===== src/rtl/busoff_pkg.sv =====
// Package: shared mode encoding and control-word layout for the bus-off
// recovery controller. Assumes a 16-bit control word.
package busoff_pkg;

    typedef enum logic [1:0] {
        MODE_RESET  = 2'd0,
        MODE_HALT   = 2'd1,
        MODE_NORMAL = 2'd2,
        MODE_BUSOFF = 2'd3
    } ctl_mode_e;

    typedef enum logic [1:0] {
        WR_ANY,
        WR_RESET_ONLY,
        WR_RESET_HALT,
        WR_NEVER
    } wr_class_e;

    localparam int MCR_W         = 16;
    localparam int BIT_RST_REQ   = 0;
    localparam int BIT_HALT_REQ  = 1;
    localparam int BIT_HALT_EN   = 6;
    localparam int TEST_LO       = 8;
    localparam int TEST_HI       = 10;
    localparam int RSV_LO        = 11;
    localparam int RSV_HI        = 13;
    localparam int BIT_AUTO_HALT = 14;
    localparam int BIT_ID_ORDER  = 15;

    // Write-permission class of each control bit position.
    function automatic wr_class_e bit_class(input int idx);
        if (idx >= RSV_LO && idx <= RSV_HI)
            return WR_NEVER;
        if (idx == BIT_AUTO_HALT || idx == BIT_ID_ORDER)
            return WR_RESET_ONLY;
        if (idx >= TEST_LO && idx <= TEST_HI)
            return WR_RESET_HALT;
        return WR_ANY;
    endfunction

endpackage


===== src/rtl/mcr_regfile.sv =====
// Module: mode control word storage.
// Applies the per-bit write permissions using the mode that holds in the
// cycle of the write. Lets the auto-halt path set the halt request bit.
// Assumes mode is the combinational mode of the same cycle.
module mcr_regfile
    import busoff_pkg::*;
(
    input  logic             clk,
    input  logic             rst_n,
    input  ctl_mode_e        mode,
    input  logic             wr_en,
    input  logic [MCR_W-1:0] wdata,
    input  logic             auto_halt_set,
    output logic [MCR_W-1:0] q
);

    logic             in_reset_mode;
    logic             in_halt_mode;
    logic [MCR_W-1:0] allow;
    logic [MCR_W-1:0] set_mask;
    logic [MCR_W-1:0] written;

    // Mode qualifiers used by the permission classes.
    assign in_reset_mode = (mode == MODE_RESET);
    assign in_halt_mode  = (mode == MODE_HALT);

    // Per-bit write permission, chosen by the bit's class.
    for (genvar i = 0; i < MCR_W; i++) begin : g_bit
        localparam wr_class_e CLS = bit_class(i);
        if (CLS == WR_ANY) begin : g_any
            assign allow[i] = 1'b1;
        end else if (CLS == WR_RESET_ONLY) begin : g_rst
            assign allow[i] = in_reset_mode;
        end else if (CLS == WR_RESET_HALT) begin : g_rh
            assign allow[i] = in_reset_mode | in_halt_mode;
        end else begin : g_never
            assign allow[i] = 1'b0;
        end
    end

    // Merge permitted write bits and the automatic halt request.
    always_comb begin
        set_mask = '0;
        set_mask[BIT_HALT_REQ] = auto_halt_set;
        written  = wr_en ? ((q & ~allow) | (wdata & allow)) : q;
    end

    // Control word register.
    always_ff @(posedge clk) begin
        if (!rst_n)
            q <= '0;
        else
            q <= written | set_mask;
    end

endmodule


===== src/rtl/recovery_counter.sv =====
// Module: bus-off recovery sequence counter.
// Counts runs of RUN_LEN recessive bit ticks. A dominant tick restarts the
// run without losing finished runs. Flags the tick that completes run number
// SEQ_COUNT. Progress is cleared whenever active is low.
module recovery_counter #(
    parameter int RUN_LEN   = 11,
    parameter int SEQ_COUNT = 128
) (
    input  logic clk,
    input  logic rst_n,
    input  logic active,
    input  logic tick,
    input  logic recessive,
    output logic done_pulse
);

    localparam int RUN_W = (RUN_LEN > 1) ? $clog2(RUN_LEN) : 1;
    localparam int SEQ_W = (SEQ_COUNT > 1) ? $clog2(SEQ_COUNT) : 1;
    localparam logic [RUN_W-1:0] RUN_LAST = RUN_W'(RUN_LEN - 1);
    localparam logic [SEQ_W-1:0] SEQ_LAST = SEQ_W'(SEQ_COUNT - 1);

    logic [RUN_W-1:0] run_cnt;
    logic [SEQ_W-1:0] seq_cnt;
    logic             run_end;

    // A recessive tick that closes the current run.
    assign run_end    = active & tick & recessive & (run_cnt == RUN_LAST);
    // The closing tick of the final run.
    assign done_pulse = run_end & (seq_cnt == SEQ_LAST);

    // Run and sequence counters.
    always_ff @(posedge clk) begin
        if (!rst_n || !active) begin
            run_cnt <= '0;
            seq_cnt <= '0;
        end else if (tick) begin
            if (!recessive) begin
                run_cnt <= '0;
            end else if (run_end) begin
                run_cnt <= '0;
                seq_cnt <= (seq_cnt == SEQ_LAST) ? '0 : seq_cnt + 1'b1;
            end else begin
                run_cnt <= run_cnt + 1'b1;
            end
        end
    end

endmodule


===== src/rtl/mode_ctrl.sv =====
// Module: operating mode tracker.
// Holds the reset-mode and bus-off flags and derives the reported mode.
// Decides between the bus-off and auto-halt paths on bus-off entry.
// Registers the recovery-complete pulse. Assumes the control bits come
// straight from the control word register.
module mode_ctrl
    import busoff_pkg::*;
(
    input  logic      clk,
    input  logic      rst_n,
    input  logic      wr_en,
    input  logic      wr_rst_req,
    input  logic      halt_req,
    input  logic      auto_halt_en,
    input  logic      halt_en,
    input  logic      busoff_enter,
    input  logic      recov_pulse,
    output ctl_mode_e mode,
    output logic      auto_halt_set,
    output logic      recovery_done
);

    logic in_reset;
    logic busoff;
    logic enter_ok;

    // Mode decode: reset, then halt, then bus-off, then normal.
    always_comb begin
        if (in_reset)
            mode = MODE_RESET;
        else if (halt_req)
            mode = MODE_HALT;
        else if (busoff)
            mode = MODE_BUSOFF;
        else
            mode = MODE_NORMAL;
    end

    // Bus-off entry only counts in normal mode; pick halt or recovery.
    assign enter_ok      = busoff_enter & (mode == MODE_NORMAL);
    assign auto_halt_set = enter_ok & auto_halt_en & halt_en;

    // Reset-mode flag follows the reset request bit of each write.
    always_ff @(posedge clk) begin
        if (!rst_n)
            in_reset <= 1'b1;
        else if (wr_en)
            in_reset <= wr_rst_req;
    end

    // Bus-off flag: set on plain entry, cleared by reset mode or recovery.
    always_ff @(posedge clk) begin
        if (!rst_n || mode == MODE_RESET)
            busoff <= 1'b0;
        else if (recov_pulse)
            busoff <= 1'b0;
        else if (enter_ok && !auto_halt_set)
            busoff <= 1'b1;
    end

    // One-cycle completion flag, aligned with the return to normal mode.
    always_ff @(posedge clk) begin
        if (!rst_n)
            recovery_done <= 1'b0;
        else
            recovery_done <= recov_pulse;
    end

endmodule


===== src/rtl/can_busoff_recovery.sv =====
// Module: CAN bus-off recovery controller top.
// Connects the control word, the mode tracker and the recovery counter.
// Assumes bit_tick is a single-cycle strobe and bus_bit is already sampled.
module can_busoff_recovery
    import busoff_pkg::*;
#(
    parameter int RUN_LEN   = 11,
    parameter int SEQ_COUNT = 128
) (
    input  logic        clk,
    input  logic        rst_n,
    input  logic        bit_tick,
    input  logic        bus_bit,
    input  logic        busoff_enter,
    input  logic        mcr_wr_en,
    input  logic [15:0] mcr_wdata,
    output logic [15:0] mcr_rdata,
    output logic [1:0]  mode_out,
    output logic        recovery_done
);

    ctl_mode_e        mode;
    logic [MCR_W-1:0] mcr_q;
    logic             auto_halt_set;
    logic             recov_pulse;

    mcr_regfile u_regs (
        .clk           (clk),
        .rst_n         (rst_n),
        .mode          (mode),
        .wr_en         (mcr_wr_en),
        .wdata         (mcr_wdata),
        .auto_halt_set (auto_halt_set),
        .q             (mcr_q)
    );

    mode_ctrl u_mode (
        .clk           (clk),
        .rst_n         (rst_n),
        .wr_en         (mcr_wr_en),
        .wr_rst_req    (mcr_wdata[BIT_RST_REQ]),
        .halt_req      (mcr_q[BIT_HALT_REQ]),
        .auto_halt_en  (mcr_q[BIT_AUTO_HALT]),
        .halt_en       (mcr_q[BIT_HALT_EN]),
        .busoff_enter  (busoff_enter),
        .recov_pulse   (recov_pulse),
        .mode          (mode),
        .auto_halt_set (auto_halt_set),
        .recovery_done (recovery_done)
    );

    recovery_counter #(
        .RUN_LEN   (RUN_LEN),
        .SEQ_COUNT (SEQ_COUNT)
    ) u_count (
        .clk        (clk),
        .rst_n      (rst_n),
        .active     (mode == MODE_BUSOFF),
        .tick       (bit_tick),
        .recessive  (bus_bit),
        .done_pulse (recov_pulse)
    );

    // Output views.
    assign mcr_rdata = mcr_q;
    assign mode_out  = mode;

endmodule


===== config.mk =====
export PLATFORM = sky130hd
export DESIGN_NAME = can_busoff_recovery
export DESIGN_NICKNAME = d
export VERILOG_FILES = /design/src/rtl/busoff_pkg.sv /design/src/rtl/mcr_regfile.sv /design/src/rtl/recovery_counter.sv /design/src/rtl/mode_ctrl.sv /design/src/rtl/can_busoff_recovery.sv
export SDC_FILE = /design/constraint.sdc
export NUM_CORES = 1
export LEC_CHECK = 0
export CORE_MARGIN = 2
export CORE_UTILIZATION = 50
export CTS_BUF_LIST = sky130_fd_sc_hd__clkbuf_2 sky130_fd_sc_hd__clkbuf_4 sky130_fd_sc_hd__clkbuf_8
export DETAILED_ROUTE_END_ITERATION = 7
export PLACE_DENSITY_LB_ADDON = 0.25
export SYNTH_ARGS = -nofsm -noshare
export SYNTH_HDL_FRONTEND = slang
export SYNTH_SLANG_ARGS = --single-unit

===== constraint.sdc =====
create_clock -name clk -period 5.3 [get_ports clk]
set_input_delay 1.06 -clock clk [delete_from_list [all_inputs] [get_ports clk]]
set_output_delay 1.06 -clock clk [all_outputs]
set_load 0.1 [all_outputs]

=== Word level (Yosys, flattened, before mapping) ===
Index checks and enable logic that the tools add are counted.
W data, S select, Z words.

* Output and inout port bits: 19
* Bits in writable memories: 0
* Flip-flop bits (word level): 30
* Bits in read-only memories: 0
* Latch bits: 0
* Bits of input ports: 22
* Memories kept: 0
* Word-level logic and storage cells: 42

* Equality and inequality tests: 5
* Multiplexer cells: 7
* $mul: 0
* $lt $le $gt $ge: 0
* $add $sub $neg: 2
* Reductions and logical operators: 9
* Shift-type cells: 0
* Bitwise operators: 13
* Div/mod/pow operators: 0

{| class="wikitable"
|+ Operators with widths
! operator !! number
|-
| $and A16 B16 Y16 || 2
|-
| $mux W16 || 1
|-
| $not A16 Y16 || 1
|-
| $or A16 B16 Y16 || 1
|-
| $or A16 B2 Y16 || 1
|-
| $mux W4 || 2
|-
| $add A7 B1 Y7 const B || 1
|-
| $and A1 B1 Y1 || 7
|-
| $eq A7 B7 Y1 const B || 1
|-
| $mux W7 || 1
|-
| $add A4 B1 Y4 const B || 1
|-
| $eq A2 B2 Y1 const B || 2
|-
| $eq A4 B4 Y1 const B || 1
|-
| $mux W2 || 2
|-
| $logic_not A1 Y1 || 3
|-
| $reduce_and A3 Y1 || 1
|-
| $eq A2 B1 Y1 const B || 1
|-
| $logic_not A2 Y1 || 1
|-
| $logic_or A1 B1 Y1 || 2
|-
| $reduce_or A2 Y1 || 1
|-
| $logic_and A1 B1 Y1 || 1
|-
| $mux W1 || 1
|-
| $or A1 B1 Y1 || 1
|}

=== Longest topological paths before layout ===
Gate-level depths: netlist of the first run.

* Word-level depth: 10
* Gate-level depth with buffers: 6
* Mapped depth without buffers: 6

=== By module ===
A second synthesis of the first run with hierarchy kept.

* Cells, all modules: 135
* Area total of the unflattened synthesis: 1291.2 µm²

{| class="wikitable"
|+ Modules (own cells, without submodules)
! module !! instances !! area an instance (µm²) !! cells an instance !! seq. area each (µm²)
|-
| recovery_counter || 1 || 599.3 || 70 || 220.2
|-
| mcr_regfile || 1 || 543.0 || 49 || 260.2
|-
| mode_ctrl || 1 || 142.6 || 15 || 60.1
|-
| can_busoff_recovery || 1 || 6.3 || 1 || 0.0
|}

=== Worst setup path after synthesis of the first run ===
Ideal clock, no wire load.

* Kind: register to output
* Start: register u_mode.in_reset
* End: output port mode_out[1]
* Path slack: 2.506 ns
* Arrival: 1.734 ns
* Data required time: 4.240 ns
* Path buffers: 1
* Stages on the path, launching flop included: 3
* Cells stage by stage: dfxtp_1 > buf_6 > nor2_1

* Longest elaborated chain between the ends: 1

{| class="wikitable"
|+ Ends and longest elaborated chain
! what !! line !! source
|-
| from (decl) || mode_ctrl.sv:23 || <nowiki>logic in_reset;</nowiki>
|-
| from (signal assigned) || mode_ctrl.sv:48 || <nowiki>in_reset <= wr_rst_req;</nowiki>
|-
| $mux W2 || mode_ctrl.sv:29 || <nowiki>if (in_reset)</nowiki>
|-
| to (decl) || can_busoff_recovery.sv:18 || <nowiki>output logic [1:0] mode_out,</nowiki>
|}

No other way between the ends.

=== Final worst setup path of the first run ===
Same ends and word-level chain as after synthesis.

==> flow_summary.ini, run 1 <==
[cts]
cts_tree = done
htreeDepth = 1
clockBufferDepth = 2
path_clk_slew_ps = 140
cts_sinks = 27
cts_hold_buffers = 0
postCtsSetupBuffers = 0
cts_resized = 0
root_buffer = clkbuf_4
cts_made_buffers = 3
clk_latency_ps = 320

[drt]
drt.antenna.violating_nets = 0
drt_iter0_drc = 22
routed_wl_mm = 2.47
num_vias = 1016
drc = 0
vias_per_cell = 5.24
post_drt_wl_per_cell_um = 12.7
firstDrtPassIters = 4

[sta]
finalSetupTns_ps = 0
finalSetupViolations = 0
grt_setup_unrepaired = no
finalHoldViolCount = 0
fmax_ghz = 0.311
slew-limit-headroom_pct = 33.1
finalMaxSlewViolations = 0
skew_ps = 4.07
period_share_pct = 60.6
tightest_slew_ps = 1000
fin_ws_ps = 2090
layout_min_cycle_time_ps = 3210

[grt]
grt_max_degree = 16
grt_pass1_wl_mm = 3.95
gr-usage-all-layers_pct = 18.5
grt_pass1_vias = 949
antenna_found_initial = 0
grt_remaining_overflow = 0

[logic_synthesis]
yosysWarnings = 0
synth_edf_count = 0
yosysSeqAreaShare_pct = 43.1
synth_top_flop_cell = dfxtp_1
synth_area_leaders = dfxtp_1 43%, mux2i_1 8.0%, nor2_1 5.4%, buf_4 4.2%, xnor2_1 3.5%
synth-seq-cells = 27
synth_top_area_cell = dfxtp_1
synth_top_area_share_pct = 43.1
yosysUniqueCellTypes = 37
syn_area_um2 = 1250
syn_avg_cell_area_um2 = 9.22
async_reset_ff_share_pct = 0
syn_inst = 136

[die]
row_count = 18
initial_core_util_pct = 51.5
fp.coreArea_um2 = 2430
dieArea_um2 = 2920
io_pins = 41
fp.dieH_um = 54.1
fp.dieW_um = 54.1

[worst_hold_path]
hold_path.class = reg -> reg

[final_layout]
design_area_um2 = 1590
final_nets = 190
drive_above_1_share_pct = 6.71
n_antenna_cell = 0
area_growth_pct = 26.7
final_util_pct = 65.3

[critical_path]
cp.required_ps = 4240
cp-end-kind = output pin
worstReg2RegStart = u_count.run_cnt[0]
cp-startpoint = u_mode.in_reset
ff2ff_setup_slack_ps = 3410
startpoint_type = flip-flop
cp_max_fo = 10
path_class = reg -> out
cp.arrival_ps = 2150

[place]
gp_congestion = 0.746
placed_cell_area_um2 = 1560
post-place-ws_ps = 2220
io_buffers = 34
hpwl_mm = 1.87

[power]
p_per_area_nw_per_um2 = 259
p_leak_nw = 0.595
vdd_ir_drop_max_v = 0.000253

[status]
status = complete, no violations

[job]
cap_violations = 0
routing by layer:
| metal | GRT usage (%) | wire, um | vias to the layer above |
|---|---|---|---|
| met5 | 0 | 0 | - |
| met4 | 4.58 | 31 | 0 |
| met3 | 8.33 | 172 | 4 |
| met2 | 31.9 | 1240 | 29 |
| met1 | 20.7 | 1030 | 467 |
| li1 | - | - | 516 |
final timing paths:
check,cells past startpoint,endpoint
worst max-delay path,2,mode_out[1]
worst min-delay path,2,flip-flop
worst max register to register,6,u_count.run_cnt[2]
worst min register to register,2,flip-flop
where the power goes:
| part | internal, mW | leakage [nW] | switching, mW |
|---|---|---|---|
| clock | 0.0346 | 0.0184 | 0.0586 |
| sequential | 0.210 | 0.220 | 0.00508 |
| combinational | 0.0302 | 0.356 | 0.0741 |
layout make-up:
type / instances / area (um2)
timing repair buffer: 34 / 340
multi-input combinational: 96 / 629
fill: 198 / 843
sequential: 27 / 541
tap: 30 / 37.5
inverter: 3 / 11.3
clock buffer: 4 / 30.0
cell usage in the layout (no fill, tap or decap), types with 3 or more instances in the layout:
master,synthesis,layout
a31oi_1,4,4
dfxtp_1,27,27
and3_1,3,3
a21oi_1,6,6
nor2_1,18,18
conb_1,1,3
mux2i_1,10,10
ha_1,3,3
nand2_1,10,10
clkbuf_4,0,4
nand2b_1,5,5
xnor2_1,5,5
inv_1,3,3
nand3_1,6,6
clkdlybuf4s50_1,0,34
critical path: stages, from the launching register on:
cell,delay (ps)
dfxtp_1,420
nor2_1,230
clkdlybuf4s50_1,1180
synth_stat cells, types with 2 or more instances:
cell	n
mux2i_1	10
a21oi_1	6
buf_4	7
nor2_2	2
xnor2_1	5
nor2_1	18
dfxtp_1	27
or4b_1	2
nor3_1	2
a31oi_1	4
nand2_1	10
nand2b_1	5
ha_1	3
and3_1	3
buf_1	2
o21ai_0	2
nand3_1	6
inv_1	3
cell families (layout without fill, tap and decap cells):
family | count (synthesis) | count (layout) | share of synthesized area, %
simple gates | 59 | 59 | 26.7
fa+ha+maj | 3 | 3 | 2.99
xor+xnor | 5 | 5 | 3.49
other cells | 1 | 3 | 0.299
mux | 10 | 10 | 7.98
compound gates | 16 | 16 | 8.08
buf+inv | 15 | 41 | 7.28
flops | 27 | 27 | 43.1
through the flow:
stage               hold WS [ps]  total power, mW  instances
floorplan                    429            0.298        138
global placement             444            0.322        190
detailed placement           455            0.324        190
CTS                          474            0.417        194
global route                 496            0.427        194
finish                       470            0.412        194
Power figures use the tool's default switching activity.
==> run 2: changes to the inputs <==
Settings changed: CORE_UTILIZATION 50 to 47.
Clock period 5.3 ns to 3 ns, I/O delays scaled along.
==> run 2 against run 1 <==
Register-to-register slack got worse by 2300 ps. Critical path type is now in -> reg. Critical path depth increased by 3. Clock skew increased by 5.6 ps. Sequential cell count stayed put. Largest power group unchanged.
==> flow_summary.ini, run 2 (same netlist as run 1, synthesis figures left out) <==
[power]
vdd_ir_drop_max_v = 0.000311
p_per_area_nw_per_um2 = 462
p_leak_nw = 0.637
fin_total_pwr_uw = 726

[critical_path]
path_buf_inv = 1
path_class = in -> reg
startpoint_type = primary input
slowest_delay_ps = 620
cp.required_ps = 3240
crit_family = simple AND/OR/NAND/NOR gates
cp-end-kind = flip-flop
cp_cell_sequence = clkdlybuf4s50_1, or4b_1, nor2_2, nor4bb_1, o21ba_2
slowest_stage = or4b_1
cp_max_fo = 7
cp.arrival_ps = 2330

[drt]
drt_iter0_drc = 20
routed_wl_mm = 2.59
drt.antenna.violating_nets = 0
num_vias = 1047
post_drt_wl_per_cell_um = 13.1
vias_per_cell = 5.31
drc = 0
firstDrtPassIters = 4

[final_layout]
fillers = 223
seq_area_um2 = 541
multi_input_comb_area_um2 = 629
design_area_um2 = 1570
final_nets = 193
n_antenna_cell = 0
layout_common_cells = 27 x dfxtp_1, 19 x buf_4, 18 x nor2_1, 18 x clkdlybuf4s50_1
final_common_cell = dfxtp_1
drive_above_1_share_pct = 18.0
final_util_pct = 62.9
area_growth_pct = 25.3

[sta]
finalHoldViolCount = 0
finalMaxSlewViolations = 0
period_share_pct = 69.8
tightest_slew_ps = 541
finalSetupViolations = 0
fmax_ghz = 0.478
slew-limit-headroom_pct = 63.6
layout_min_cycle_time_ps = 2090
grt_setup_unrepaired = no
skew_ps = 9.71
holdWs_ps = 475
finalSetupTns_ps = 0

[die]
row_count = 18
dieArea_um2 = 3100
fp.dieH_um = 55.6
fp.dieW_um = 55.6
io_pins = 41
initial_core_util_pct = 50.2
fp.coreArea_um2 = 2500

[place]
hpwl_mm = 1.99
gp_congestion = 0.797
placed_cell_area_um2 = 1540
io_buffers = 34

[cts]
postCtsSetupBuffers = 0
cts_resized = 0
cts_tree = done
root_buffer = clkbuf_4
cts_hold_buffers = 0
cts_sinks = 27
clockBufferDepth = 2
htreeDepth = 1
clk_latency_ps = 320
cts_made_buffers = 3
path_clk_slew_ps = 140

[job]
cap_violations = 0

[grt]
grt_pass1_vias = 1017
grt_max_degree = 15
gr-usage-all-layers_pct = 17.4
grt_pass1_wl_mm = 4.44
antenna_found_initial = 0
grt_remaining_overflow = 0

[worst_hold_path]
hold_path.class = reg -> reg

[status]
status = complete, no violations
run 2: changes by cell type in the layout (fill, tap and decap cells not counted):
cell             previous run  this run
buf_4                       0        19
clkdlybuf4s50_1            34        18
run 2: routing by layer:
metal | global-route usage (%) | up-vias | part of all wire (%)
met5 | 0 | - | 0
met4 | 4.18 | 0 | 0.81
met3 | 3.95 | 4 | 5.2
met2 | 30.6 | 25 | 49
met1 | 21.3 | 492 | 45
li1 | - | 526 | -
run 2: where the power goes:
part	total (mW)	internal (mW)	switching, mW
sequential	0.380	0.370	0.00942
combinational	0.183	0.0517	0.131
clock	0.164	0.0610	0.103
total	0.726	0.483	0.243
run 2: cell type report:
| type | count | share of cell area, % |
|---|---|---|
| multi-input combinational | 96 | 40.0 |
| sequential | 27 | 34.4 |
| clock buffer | 4 | 1.91 |
| timing repair buffer | 37 | 20.5 |
| tap | 30 | 2.39 |
| inverter | 3 | 0.717 |
run 2: stage by stage:
step                      std cells  setup slack (ps)
after global routing            197               800
final                           197               906
after detailed placement        193               546
after global placement          193               551
after CTS                       197               898
after floorplan                 138               622
run 2: final timing paths:
kind                         from                 end  slack [ps]  cells past startpoint
setup / recovery         bit_tick  u_count.run_cnt[1]         910                      5
hold / removal          flip-flop           flip-flop         470                      2
setup reg to reg  u_mode.in_reset  u_count.run_cnt[1]        1110                      4
hold reg to reg         flip-flop           flip-flop         470                      2
run 2: tightest hold or removal path, delay by kind of cell, from the launching register on:
| kind | cells | cell delay, ps |
|---|---|---|
| AO/OA/AOI/OAI | 1 | 60 |
| flip-flops | 1 | 340 |
| AND/OR/NAND/NOR | 1 | 50 |
==> run 3: changes to the inputs <==
Settings changed: CORE_UTILIZATION 47 to 42.
Clock period 3 ns to 1.9 ns, I/O delays scaled along.
==> run 3 against run 2 <==
The run now ends with DRC left. First-iteration DRC count increased by 30%. Cell count increased by 3.6%. Sequential share of layout area decreased by 2.0 points. Clock skew decreased by 2.4 ps.
==> flow_summary.ini, run 3 (same netlist as run 1, synthesis figures left out) <==
[status]
status = finished with violations
violations = DRC

[sta]
fin_ws_ps = 149
skew_ps = 7.31
finalSetupTns_ps = 0
finalHoldViolCount = 0
tightest_slew_ps = 551
finalSetupViolations = 0
holdWs_ps = 491
grt_setup_unrepaired = no
fmax_ghz = 0.571
finalMaxSlewViolations = 0
period_share_pct = 92.1
slew-limit-headroom_pct = 62.9
layout_min_cycle_time_ps = 1750

[cts]
clk_latency_ps = 320
root_buffer = clkbuf_4
cts_tree = done
cts_hold_buffers = 0
cts_made_buffers = 3
clockBufferDepth = 2
cts_sinks = 27
htreeDepth = 1
path_clk_slew_ps = 150

[power]
vdd_ir_drop_max_v = 0.000437
switching_share_pct = 34.3
intPower_uw = 760
fin_total_pwr_mw = 1.16
clkPwrFrac_pct = 21.7
power_frac_comb_pct = 26.7
p_leak_nw = 0.675
p_per_area_nw_per_um2 = 694
switchingPower_uw = 397
power_frac_seq_pct = 51.6

[critical_path]
cp.arrival_ps = 1990
slowest_stage = or4b_4
slowest_delay_ps = 550
cp.required_ps = 2140
cp-end-kind = flip-flop
path_class = in -> reg
startpoint_type = primary input
cp_cell_sequence = clkdlybuf4s50_1, or4b_4, nor2_2, buf_4, xnor2_1, nor2_1
cp_max_fo = 7

[final_layout]
final_common_cell = dfxtp_1
final_nets = 199
layout_common_cells = 27 x dfxtp_1, 22 x buf_4, 18 x clkdlybuf4s50_1
drive_above_1_share_pct = 23.1
final_util_pct = 59.4
fillers = 253
area_growth_pct = 32.9
n_antenna_cell = 0

[drt]
drc = 1
post_drt_wl_per_cell_um = 13.3
drt.antenna.violating_nets = 0
vias_per_cell = 5.26
routed_wl_mm = 2.71
num_vias = 1073
firstDrtPassIters = 6
drt_iter0_drc = 26

[grt]
antenna_found_initial = 0
grt_remaining_overflow = 0
gr-usage-all-layers_pct = 17.8
grt_max_degree = 16
grt_pass1_vias = 1151
grt_pass1_wl_mm = 4.77

[job]
cap_violations = 0

[place]
io_buffers = 34
gp_congestion = 0.795
post-place-ws_ps = -363
hpwl_mm = 2.19

[die]
fp.dieW_um = 58.6
fp.dieH_um = 58.6
initial_core_util_pct = 44.7
fp.coreArea_um2 = 2810
io_pins = 41
row_count = 19
dieArea_um2 = 3440

[worst_hold_path]
hold_path.class = reg -> reg
## run 3: cell types whose count changed in the layout (fill, tap and decap cells not counted), sizes merged
| cell | change |
|---|---|
| buf | +6 |
| clkbuf | -1 |
| clkinv | +1 |
## run 3: metrics by stage
stage               cells  cell area [um2]
floorplan             138             1270
global placement      200             1630
detailed placement    200             1630
CTS                   204             1660
global route          204             1670
finish                204             1670
## run 3: power by group through the flow
stage	Sequential, mW	Clock, mW	Combinational (mW)
finish	0.597	0.251	0.309
global route	0.600	0.274	0.324
CTS	0.597	0.254	0.311
detailed placement	0.609	0	0.310
global placement	0.608	0	0.307
floorplan	0.699	0	0.134
## run 3: timing repair
action                                 4_1_cts  5_1_grt
setup endpoints to repair                    0        5
buffers inserted                             0        0
endpoints found under the hold margin        0        0
resized for setup                            0        2
## run 3: layer usage
metal / up-vias / GRT usage (%) / routed length (um) / part of all wire [%]
met5: - / 0 / 0 / 0
met4: 0 / 5.19 / 35 / 1.3
met3: 4 / 3.96 / 109 / 4.0
met2: 21 / 34.2 / 1460 / 54
met1: 506 / 19.2 / 1100 / 41
li1: 542 / - / - / -
## run 3: cell type report
type / instances / area, um2 / share of cell area, %
repair buffers: 43 / 405 / 24.3
clock buffers: 3 / 22.5 / 1.35
inverters: 3 / 11.3 / 0.676
multi-input cells: 96 / 643 / 38.6
well taps: 31 / 38.8 / 2.33
flip-flops and latches: 27 / 541 / 32.4
clock inverters: 1 / 5.00 / 0.300
## run 3: path summary, 6_finish.rpt
check	startpoint	to	slack, ps	cells past startpoint
worst max-delay path	bit_tick	u_count.seq_cnt[0]	150	6
worst min-delay path	u_count.seq_cnt[6]	u_count.seq_cnt[6]	490	2
worst max register to register	u_count.run_cnt[0]	u_count.run_cnt[2]	250	6
worst min register to register	u_count.seq_cnt[6]	u_count.seq_cnt[6]	490	2
## run 3: worst max-delay path: cells and delay by family
family / cells / cell delay, ps
simple gates: 3 / 820
buf+inv: 2 / 670
xor+xnor: 1 / 110
